**src/rtl/dimm_pkg.sv**
```systemverilog
package dimm_pkg;
  localparam int unsigned DATA_W    = 32;
  localparam int unsigned MAX_BYTES = 8;
  localparam int unsigned CNT_W     = $clog2(MAX_BYTES + 1);
  localparam int unsigned IDX_W     = $clog2(MAX_BYTES);

  typedef enum logic [1:0] {
    SZ_NONE = 2'd0,
    SZ_B    = 2'd1,
    SZ_W    = 2'd2,
    SZ_D    = 2'd3
  } size_e;

  function automatic logic [CNT_W-1:0] size_bytes(input size_e s);
    case (s)
      SZ_B:    size_bytes = CNT_W'(1);
      SZ_W:    size_bytes = CNT_W'(2);
      SZ_D:    size_bytes = CNT_W'(4);
      default: size_bytes = '0;
    endcase
  endfunction
endpackage

```
**src/rtl/dimm_ctrl.sv**
```systemverilog
module dimm_ctrl
  import dimm_pkg::*;
(
  input  logic             clk_i,
  input  logic             rst_ni,
  input  logic             start_i,
  input  size_e            disp_size_i,
  input  size_e            imm_size_i,
  input  logic             sext_req_i,
  input  size_e            op_width_i,
  input  logic             byte_valid_i,
  output logic             clear_o,
  output logic             we_o,
  output logic [IDX_W-1:0] idx_o,
  output size_e            disp_sz_o,
  output size_e            imm_sz_o,
  output logic             imm_signed_o,
  output logic             done_o,
  output logic [CNT_W-1:0] remaining_o
);
  logic [CNT_W-1:0] total_q, cnt_q, start_total;
  logic             busy_q, done_q;

  assign start_total = size_bytes(disp_size_i) + size_bytes(imm_size_i);
  assign clear_o     = start_i;
  assign we_o        = busy_q && byte_valid_i && !start_i;
  assign idx_o       = cnt_q[IDX_W-1:0];

  always_ff @(posedge clk_i or negedge rst_ni) begin
    if (!rst_ni) begin
      total_q      <= '0;
      cnt_q        <= '0;
      busy_q       <= 1'b0;
      done_q       <= 1'b0;
      disp_sz_o    <= SZ_NONE;
      imm_sz_o     <= SZ_NONE;
      imm_signed_o <= 1'b0;
    end else begin
      done_q <= 1'b0;
      if (start_i) begin
        total_q      <= start_total;
        cnt_q        <= '0;
        disp_sz_o    <= disp_size_i;
        imm_sz_o     <= imm_size_i;
        imm_signed_o <= sext_req_i && (imm_size_i != op_width_i);
        busy_q       <= (start_total != '0);
        done_q       <= (start_total == '0);
      end else if (we_o) begin
        cnt_q <= cnt_q + CNT_W'(1);
        if (cnt_q + CNT_W'(1) == total_q) begin
          busy_q <= 1'b0;
          done_q <= 1'b1;
        end
      end
    end
  end

  assign done_o      = done_q;
  assign remaining_o = busy_q ? (total_q - cnt_q) : '0;


  done_single_chk: assert property (@(posedge clk_i) disable iff (!rst_ni)
    (done_o && !start_i) |=> !done_o);

  remaining_max_chk: assert property (@(posedge clk_i) disable iff (!rst_ni)
    remaining_o <= CNT_W'(MAX_BYTES));

  remaining_step_chk: assert property (@(posedge clk_i) disable iff (!rst_ni)
    (remaining_o != '0 && byte_valid_i && !start_i) |=> remaining_o == $past(remaining_o) - CNT_W'(1));

  remaining_hold_chk: assert property (@(posedge clk_i) disable iff (!rst_ni)
    (!byte_valid_i && !start_i) |=> $stable(remaining_o));

  empty_done_chk: assert property (@(posedge clk_i) disable iff (!rst_ni)
    (start_i && disp_size_i == SZ_NONE && imm_size_i == SZ_NONE) |=> (done_o && remaining_o == '0));
endmodule

```
**src/rtl/dimm_accum.sv**
```systemverilog
module dimm_accum
  import dimm_pkg::*;
(
  input  logic                   clk_i,
  input  logic                   rst_ni,
  input  logic                   clear_i,
  input  logic                   we_i,
  input  logic [IDX_W-1:0]       idx_i,
  input  logic [7:0]             byte_i,
  output logic [8*MAX_BYTES-1:0] acc_o
);
  for (genvar k = 0; k < MAX_BYTES; k++) begin : g_lane
    logic [7:0] lane_q;
    always_ff @(posedge clk_i or negedge rst_ni) begin
      if (!rst_ni)                                lane_q <= '0;
      else if (clear_i)                           lane_q <= '0;
      else if (we_i && idx_i == IDX_W'(k))        lane_q <= byte_i;
    end
    assign acc_o[8*k +: 8] = lane_q;
  end
endmodule

```
**src/rtl/dimm_extend.sv**
```systemverilog
module dimm_extend
  import dimm_pkg::*;
(
  input  logic [8*MAX_BYTES-1:0] acc_i,
  input  size_e                  disp_sz_i,
  input  size_e                  imm_sz_i,
  input  logic                   imm_signed_i,
  output logic [DATA_W-1:0]      disp_o,
  output logic [DATA_W-1:0]      imm_o
);
  logic [DATA_W-1:0] imm_raw;

  always_comb begin
    case (disp_sz_i)
      SZ_B:    disp_o = {{24{acc_i[7]}},  acc_i[7:0]};
      SZ_W:    disp_o = {{16{acc_i[15]}}, acc_i[15:0]};
      SZ_D:    disp_o = acc_i[31:0];
      default: disp_o = '0;
    endcase
  end

  // immediate starts right after the displacement lanes
  always_comb begin
    case (disp_sz_i)
      SZ_B:    imm_raw = acc_i[39:8];
      SZ_W:    imm_raw = acc_i[47:16];
      SZ_D:    imm_raw = acc_i[63:32];
      default: imm_raw = acc_i[31:0];
    endcase
  end

  always_comb begin
    case (imm_sz_i)
      SZ_B:    imm_o = {{24{imm_signed_i & imm_raw[7]}},  imm_raw[7:0]};
      SZ_W:    imm_o = {{16{imm_signed_i & imm_raw[15]}}, imm_raw[15:0]};
      SZ_D:    imm_o = imm_raw;
      default: imm_o = '0;
    endcase
  end
endmodule

```
**src/rtl/dimm_assembler.sv**
```systemverilog
module dimm_assembler
  import dimm_pkg::*;
(
  input  logic        clk_i,
  input  logic        rst_ni,
  input  logic        start_i,
  input  logic [1:0]  disp_size_i,
  input  logic [1:0]  imm_size_i,
  input  logic        sext_req_i,
  input  logic [1:0]  op_width_i,
  input  logic [7:0]  byte_i,
  input  logic        byte_valid_i,
  output logic [31:0] disp_o,
  output logic [31:0] imm_o,
  output logic        done_o,
  output logic [3:0]  remaining_o
);
  logic                   clear, we, imm_signed;
  logic [IDX_W-1:0]       idx;
  size_e                  disp_sz, imm_sz;
  logic [8*MAX_BYTES-1:0] acc;
  logic [CNT_W-1:0]       remaining;

  dimm_ctrl u_ctrl (
    .clk_i        (clk_i),
    .rst_ni       (rst_ni),
    .start_i      (start_i),
    .disp_size_i  (size_e'(disp_size_i)),
    .imm_size_i   (size_e'(imm_size_i)),
    .sext_req_i   (sext_req_i),
    .op_width_i   (size_e'(op_width_i)),
    .byte_valid_i (byte_valid_i),
    .clear_o      (clear),
    .we_o         (we),
    .idx_o        (idx),
    .disp_sz_o    (disp_sz),
    .imm_sz_o     (imm_sz),
    .imm_signed_o (imm_signed),
    .done_o       (done_o),
    .remaining_o  (remaining)
  );

  dimm_accum u_accum (
    .clk_i   (clk_i),
    .rst_ni  (rst_ni),
    .clear_i (clear),
    .we_i    (we),
    .idx_i   (idx),
    .byte_i  (byte_i),
    .acc_o   (acc)
  );

  dimm_extend u_extend (
    .acc_i        (acc),
    .disp_sz_i    (disp_sz),
    .imm_sz_i     (imm_sz),
    .imm_signed_i (imm_signed),
    .disp_o       (disp_o),
    .imm_o        (imm_o)
  );

  assign remaining_o = 4'(remaining);


  result_hold_chk: assert property (@(posedge clk_i) disable iff (!rst_ni)
    (remaining_o == '0 && !start_i) |=> ($stable(disp_o) && $stable(imm_o)));

  start_clears_chk: assert property (@(posedge clk_i) disable iff (!rst_ni)
    start_i |=> (disp_o == '0 && imm_o == '0));
endmodule

```
**config.mk**
```make
export PLATFORM = sky130hd
export DESIGN_NAME = dimm_assembler
export DESIGN_NICKNAME = d
export VERILOG_FILES = /design/src/rtl/dimm_pkg.sv /design/src/rtl/dimm_ctrl.sv /design/src/rtl/dimm_accum.sv /design/src/rtl/dimm_extend.sv /design/src/rtl/dimm_assembler.sv
export SDC_FILE = /design/constraint.sdc
export NUM_CORES = 1
export LEC_CHECK = 0
export ABC_AREA = 1
export ABC_CLOCK_PERIOD_IN_PS = 3700
export CORE_MARGIN = 1
export CORE_UTILIZATION = 45
export DETAILED_ROUTE_END_ITERATION = 16
export DONT_BUFFER_PORTS = 1
export HOLD_SLACK_MARGIN = 0.08
export PLACE_DENSITY = 0.67
export SLEW_MARGIN = 20
export SYNTH_ARGS = -nofsm -noshare
export SYNTH_HDL_FRONTEND = slang
export SYNTH_SLANG_ARGS = --single-unit
export TNS_END_PERCENT = 10
```
**constraint.sdc**
```tcl
create_clock -name clk_i -period 3.7 [get_ports clk_i]
set_clock_uncertainty 0.05 [all_clocks]
set_input_delay 0.37 -clock clk_i [delete_from_list [all_inputs] [get_ports clk_i]]
set_output_delay 0.37 -clock clk_i [all_outputs]
set_load 0.02 [all_outputs]
```
==> out/qor.csv, run 1 <==
metric,value,unit
"Hold Vio Cnt, Final",0,
CP max FO,24,
RSZ-0062 raised after global routing,false,
Setup crit end kind,output port,
synth unique cells,27,
Die Width,106,um
multi-input logic area,0.00237,mm^2
Leakage,2.50,nW
Root Driver,clkbuf_8,
gp weighted congestion,0.990,
Post-synth ARST share,100,%
Synth Register Bits,79,
wire per inst,18.1,um
top post-synthesis cells by area,"dfrtp_1 (41%), nand2_1 (13%), o21ai_0 (13%), inv_1 (7.2%), a21oi_1 (4.1%)",
antenna violations before repair,0,
setup TNS,0,ns
Syn Area/Cell,7.13,um^2
Final Slew Violations,0,
leading area contributor after synthesis,dfrtp_1,
hpwl dp,10.4,mm
CP max stage delay,0.55,ns
Final period util,88.8,%
Crit path top cell by count,nand3_1,
Post-route DRC,0,
Buf/Inv on CP,2,
slowest CP cell,inv_1,
maximum root-to-sink buffer count,2,
Worst EP required,3.28,ns
max_slew headroom,32.5,%
Worst VDD drop,0.000264,V
status,"finished, final reports clean",
DR vias,4654,
CTS tree,built,
Worst Path Arrival,2.86,ns
Ports,88,
Fillers,1045,
count of final setup violators,0,
clock-pin slew on the worst setup and hold paths,0.08,ns
FMAX,304,MHz
critical path depth in cells,7,
Register Area,0.00198,mm^2
CTS resizes,0,
CP Class,flop to output port,
"EDFF count, synth",0,
Finished Core Util,50.2,%
Syn Std Cell Area,0.00486,mm^2
largest net degree at the start of global routing,80,
Yosys warnings,0,
Diodes inserted,0,
Hold Path Class,input port to flop,
worst path cell trace,inv_1 -> nand2_1 -> inv_1 -> nand2_1 -> nand3_1 -> nand3_1 -> nand3_1,
Avg Vias per Cell,5.76,
Layout Nets,701,
sequential area share after synthesis,40.7,%
Core ar.,0.0104,mm^2
most common cell in the netlist,nand2_1,
clock sink total,79,
max-cap violation count,0,
drt pass-1 iters,5,
syn_nets,714,
Num CTS Buffers,9,
DRT antenna net count,0,
row cnt,37,
Clock Latency Late Sink,0.37,ns
initial DRC count,433,
Initial Util,46.6,%
Reg2Reg Depth,7,
area grow syn2layout,7.62,%
H-tree Lvls,3,
Total GRT Usage,27.3,%
Routed Wire Length,14.7,mm
first-pass GRT wire length,23.4,mm
Post-Syn Instances,681,
post-synth top area share,40.7,%
# Post-CTS Setup Buffers,0,
post-layout min period,3.28,ns
Die Span Y,106,um
Least-Margin Pin Slew,1.01,ns
die area,0.0112,mm^2
# hold bufs at CTS,5,
flop-to-flop setup slack,1.52,ns
cell family with most CP delay,simple AND/OR/NAND/NOR gates,
P per Cell Area,467,mW/mm^2
"top cells by count, synth","nand2_1 (167), o21ai_0 (124), inv_1 (93)",
vias in the first global route,4367,
Main synth FF type,dfrtp_1,
GR Overflow Total,0,
layout cells sized above 1,4.61,%
Hold Crit Depth,2,
startpoint types,flop,
I/O Buffers,0,
-- metrics by stage --
stage / total power (W) / hold WS, ns / worst slack [ns] / instances / area (um^2)
6_report: 0.00244 / 0.101 / 0.415 / 808 / 5230
5_1_grt: 0.00256 / 0.109 / 0.189 / 808 / 5230
4_1_cts: 0.00245 / 0.0944 / 0.490 / 808 / 5230
3_5_place_dp: 0.00162 / 0.0271 / 0.892 / 788 / 4910
3_3_place_gp: 0.00160 / 0.0271 / 0.987 / 788 / 4910
2_1_floorplan: 0.00149 / 0.0244 / 1.58 / 681 / 4860
-- area by class of cell --
type / instances / share of cell area, %
sequential: 79 / 37.8
timing repair buffer: 10 / 2.01
clock inverter: 3 / 1.72
inverter: 96 / 6.89
multi-input combinational: 472 / 45.3
tap: 136 / 3.26
clock buffer: 12 / 2.97
-- worst reg2reg max path: stages (launching register included) --
cell and delay [ns]:
dfrtp_1 0.44, inv_1 0.16, ha_1 0.17, inv_1 0.05, nor3_1 0.68, nor2_2 0.22
inv_1 0.19, o21ai_0 0.11
-- state kept, by name, indices dropped and copies added (netlist names) --
register and count:
u_accum.g_lane.lane_q 64, u_ctrl.busy_q 1, u_ctrl.cnt_q 4, u_ctrl.disp_sz_o 2, u_ctrl.done_o 1, u_ctrl.imm_signed_o 1, u_ctrl.imm_sz_o 2, u_ctrl.total_q 4
-- cell usage in the layout, fill, tap and decap left out, drive strengths merged --
cell type	count
bufinv	3
o21ai	128
buf	6
inv	95
nand3b	1
nor2	44
dlygate4sd3	4
ha	12
o221ai	4
clkbuf	12
dfrtp	79
nand3	35
o31ai	3
nor3b	1
nand2	168
clkinv	1
o211ai	15
fa	2
a21oi	40
xnor2	3
o22ai	9
nor3	6
or2	1
-- final timing paths --
| path | startpoint | endpoint |
|---|---|---|
| min in group asynchronous | rst_ni | u_accum.g_lane[2].lane_q[2] |
| max reg2reg | u_ctrl.cnt_q[0] | u_accum.g_lane[2].lane_q[0] |
| min reg2reg | u_accum.g_lane[6].lane_q[3] | u_accum.g_lane[6].lane_q[3] |
| min | disp_size_i[1] | u_ctrl.disp_sz_o[1] |
| max | u_ctrl.disp_sz_o[0] | imm_o[31] |
| max in group asynchronous | rst_ni | u_ctrl.cnt_q[0] |
-- where the power goes --
group	leakage, nW	internal, W	total (W)	switching (W)
Clock	0.123	0.000482	0.000805	0.000323
Sequential	1.04	0.000934	0.000991	0.0000561
Combinational	1.34	0.000154	0.000646	0.000492
-- logic make-up (layout without fill, tap and decap cells) --
group,Yosys count,in the layout,share of synthesized area [%]
flops,79,79,40.7
compound gates,199,199,22.8
xor+xnor,3,3,0.541
fa+ha+maj,14,14,3.92
buf+inv,130,121,10.5
simple gates,256,256,21.5
-- layer usage --
metal / share of wire, % / vias to the layer above / GRT usage [%]
met3: 7.7 / 34 / 4.84
met4: 3.9 / 0 / 14.3
met5: 0 / - / 0
met2: 46 / 228 / 42.6
met1: 42 / 2201 / 36.4
li1: - / 2191 / -
No activity file was read; power rests on OpenSTA's default activity.
==> inputs of run 2 (changes only) <==
--- a/config.mk
+++ b/config.mk
@@ -7,8 +7,10 @@
 export LEC_CHECK = 0
 export ABC_AREA = 1
 export ABC_CLOCK_PERIOD_IN_PS = 3700
+export CAP_MARGIN = 10
 export CORE_MARGIN = 1
 export CORE_UTILIZATION = 45
+export CTS_BUF_LIST = sky130_fd_sc_hd__clkbuf_4
 export DETAILED_ROUTE_END_ITERATION = 16
 export DONT_BUFFER_PORTS = 1
 export HOLD_SLACK_MARGIN = 0.08
==> run 2 against run 1 <==
  * Critical path depth stayed put
  * Power is 6.2% lower
  * Global-route usage is 0.066 points lower
  * Largest cell class unchanged
  * Count of clock-buffer cells in the layout is 2 lower
  * Flip-flop and latch count stayed put
  * Worst setup slack worse by 0.15 ns
  * Hold slack better by 0.0093 ns
  * Utilization is 0.41 points lower
  * Largest power group unchanged
  * Sequential share of layout area is 0.31 points higher
  * Die area stayed put
  * Cell count is 0.37% higher
  * Fmax is 4.3% lower
==> out/qor.csv, run 2 (synthesized netlist as in run 1, its figures left out) <==
metric,value,unit,change
status,"finished, final reports clean",,unchanged
Psw,0.000856,W,was 0.000870 W
Final period util,92.7,%,was 88.8%
clock-pin slew on the worst setup and hold paths,0.12,ns,was 0.08 ns
I/O Buffers,0,,unchanged
Pint,0.00143,W,was 0.00157 W
Crit path top cell by count,nand3_1,,unchanged
Worst Path Arrival,3.01,ns,was 2.86 ns
"Hold Vio Cnt, Final",0,,unchanged
WHS,0.110,ns,was 0.101 ns
largest net degree at the start of global routing,80,,unchanged
clock share of power,28.4,%,was 33.0%
post-layout min period,3.43,ns,was 3.28 ns
Hold Path Class,input port to flop,,unchanged
GR Overflow Total,0,,unchanged
setup ws final,0.269,ns,was 0.415 ns
Final Slew Violations,0,,unchanged
worst path cell trace,inv_1 -> nand2_1 -> inv_1 -> nand2_1 -> nand3_1 -> nand3_1 -> nand3_1,,unchanged
slowest CP cell,inv_1,,unchanged
Setup crit end kind,output port,,unchanged
Die Width,106,um,unchanged
hpwl dp,10.4,mm,unchanged
setup TNS,0,ns,unchanged
Buf/Inv on CP,2,,unchanged
Ports,88,,unchanged
wire per inst,18.0,um,was 18.1 um
Largest Register,u_accum.g_lane.lane_q,,unchanged
count of final setup violators,0,,unchanged
Num CTS Buffers,9,,unchanged
Initial Util,46.6,%,unchanged
WL met3,1.18,mm,was 1.14 mm
antenna violations before repair,0,,unchanged
CP Class,flop to output port,,unchanged
Least-Margin Pin Slew,1.03,ns,was 1.01 ns
Total GRT Usage,27.3,%,about the same
CP max FO,24,,unchanged
Leakage,2.48,nW,was 2.50 nW
layout cells sized above 1,4.44,%,was 4.61%
highest routed layer,met4,,unchanged
first-pass GRT wire length,23.3,mm,was 23.4 mm
max reg flops,64,,unchanged
row cnt,37,,unchanged
vias in the first global route,4390,,was 4367
Core ar.,0.0104,mm^2,unchanged
Avg Vias per Cell,5.70,,was 5.76
gp weighted congestion,0.990,,unchanged
share of total power in sequential cells,43.3,%,was 40.6%
Worst VDD drop,0.000207,V,was 0.000264 V
most frequent cells in the layout,"nand2_1 (167), o21ai_0 (124), inv_1 (93), dfrtp_1 (79), nor2_1 (42)",,unchanged
Die Span Y,106,um,unchanged
DR vias,4625,,was 4654
Combinational Power Share,28.3,%,was 26.4%
CP max stage delay,0.57,ns,was 0.55 ns
maximum root-to-sink buffer count,2,,unchanged
Sw Ratio,37.4,%,was 35.7%
Post-route DRC,0,,unchanged
FMAX,291,MHz,was 304 MHz
die area,0.0112,mm^2,unchanged
Worst EP required,3.28,ns,about the same
area grow syn2layout,6.75,%,was 7.62%
Routed Wire Length,14.6,mm,was 14.7 mm
drt pass-1 iters,5,,unchanged
CTS tree,built,,unchanged
DRT antenna net count,0,,unchanged
Clock Latency Late Sink,0.45,ns,was 0.37 ns
Met2 Wirelength,6.69,mm,was 6.73 mm
Diodes inserted,0,,unchanged
Layout Nets,704,,was 701
max-cap violation count,0,,unchanged
initial DRC count,441,,was 433
CTS resizes,0,,unchanged
startpoint types,flop,,unchanged
P per Cell Area,441,mW/mm^2,was 467 mW/mm^2
"most common cell after layout, fill and taps aside",nand2_1,,unchanged
RSZ-0062 raised after global routing,false,,unchanged
cell family with most CP delay,simple AND/OR/NAND/NOR gates,,unchanged
largest registers,"u_accum.g_lane.lane_q: 64 flops, u_ctrl.cnt_q: 4 flops, u_ctrl.total_q: 4 flops",,unchanged
pre-CTS setup slack,0.892,ns,unchanged
H-tree Lvls,3,,unchanged
clock sink total,79,,unchanged
M1 WL,6.12,mm,was 6.22 mm
max_slew headroom,30.8,%,was 32.5%
Root Driver,clkbuf_4,,was clkbuf_8
run 2: cell count changes in the layout (fill, tap and decap cells not counted):
cell	delta
clkbuf_4	+10
clkbuf_8	-11
clkbuf_1	-1
dlygate4sd3_1	+3
clkinv_1	+2
run 2: cell type report:
type | instances | area, um^2
repair buffers | 13 | 135
multi-input cells | 472 | 2370
inverters | 96 | 360
flip-flops and latches | 79 | 1980
fillers | 1056 | 5230
clock inverters | 5 | 97.6
well taps | 136 | 170
clock buffers | 10 | 75.1
run 2: power by group through the flow:
stage                     logic, W  clock network (W)  registers (W)
after detailed placement  0.000612                  0        0.00101
after CTS                 0.000645           0.000655       0.000990
after global routing      0.000716           0.000691        0.00100
final                     0.000649           0.000649       0.000991
after global placement    0.000599                  0        0.00100
after floorplan           0.000505                  0       0.000986
run 2: metrics by stage:
stage / cell area [um^2] / util (%) / total power (W) / cells
after floorplan: 4860 / - / 0.00149 / 681
final: 5180 / 49.8 / 0.00229 / 811
after global placement: 4910 / 47.2 / 0.00160 / 788
after global routing: 5180 / 49.8 / 0.00241 / 811
after detailed placement: 4910 / 47.2 / 0.00162 / 788
after CTS: 5180 / 49.8 / 0.00229 / 811
run 2: timing repair:
item,CTS,global route
buffers inserted,0,0
hold buffers,8,0
setup endpoints to repair,0,0
hold endpoints to repair,93,0
run 2: routing by layer:
metal  global-route usage (%)  vias up
li1                         -     2196
met1                     36.3     2148
met2                     42.5      244
met3                     4.97       37
met4                     14.0        0
met5                        0        -
run 2: worst paths after layout:
path                                                  start                     endpoint  slack (ns)  depth (start not counted)
worst max-delay path                    u_ctrl.disp_sz_o[0]                    imm_o[31]        0.27                          7
worst min-delay path                          op_width_i[1]          u_ctrl.imm_signed_o        0.11                          4
worst max register to register              u_ctrl.cnt_q[0]  u_accum.g_lane[2].lane_q[0]        1.48                          7
worst min register to register  u_accum.g_lane[6].lane_q[3]  u_accum.g_lane[6].lane_q[3]        0.45                          2
max in group asynchronous                            rst_ni  u_accum.g_lane[7].lane_q[7]        2.81                          2
min in group asynchronous                            rst_ni  u_accum.g_lane[3].lane_q[5]        0.47                          2
run 2: tightest hold or removal path: stages:
cell     delay (ns)
xnor2_1        0.04
nand2_1        0.05
nand3_1        0.05
o21ai_0        0.07
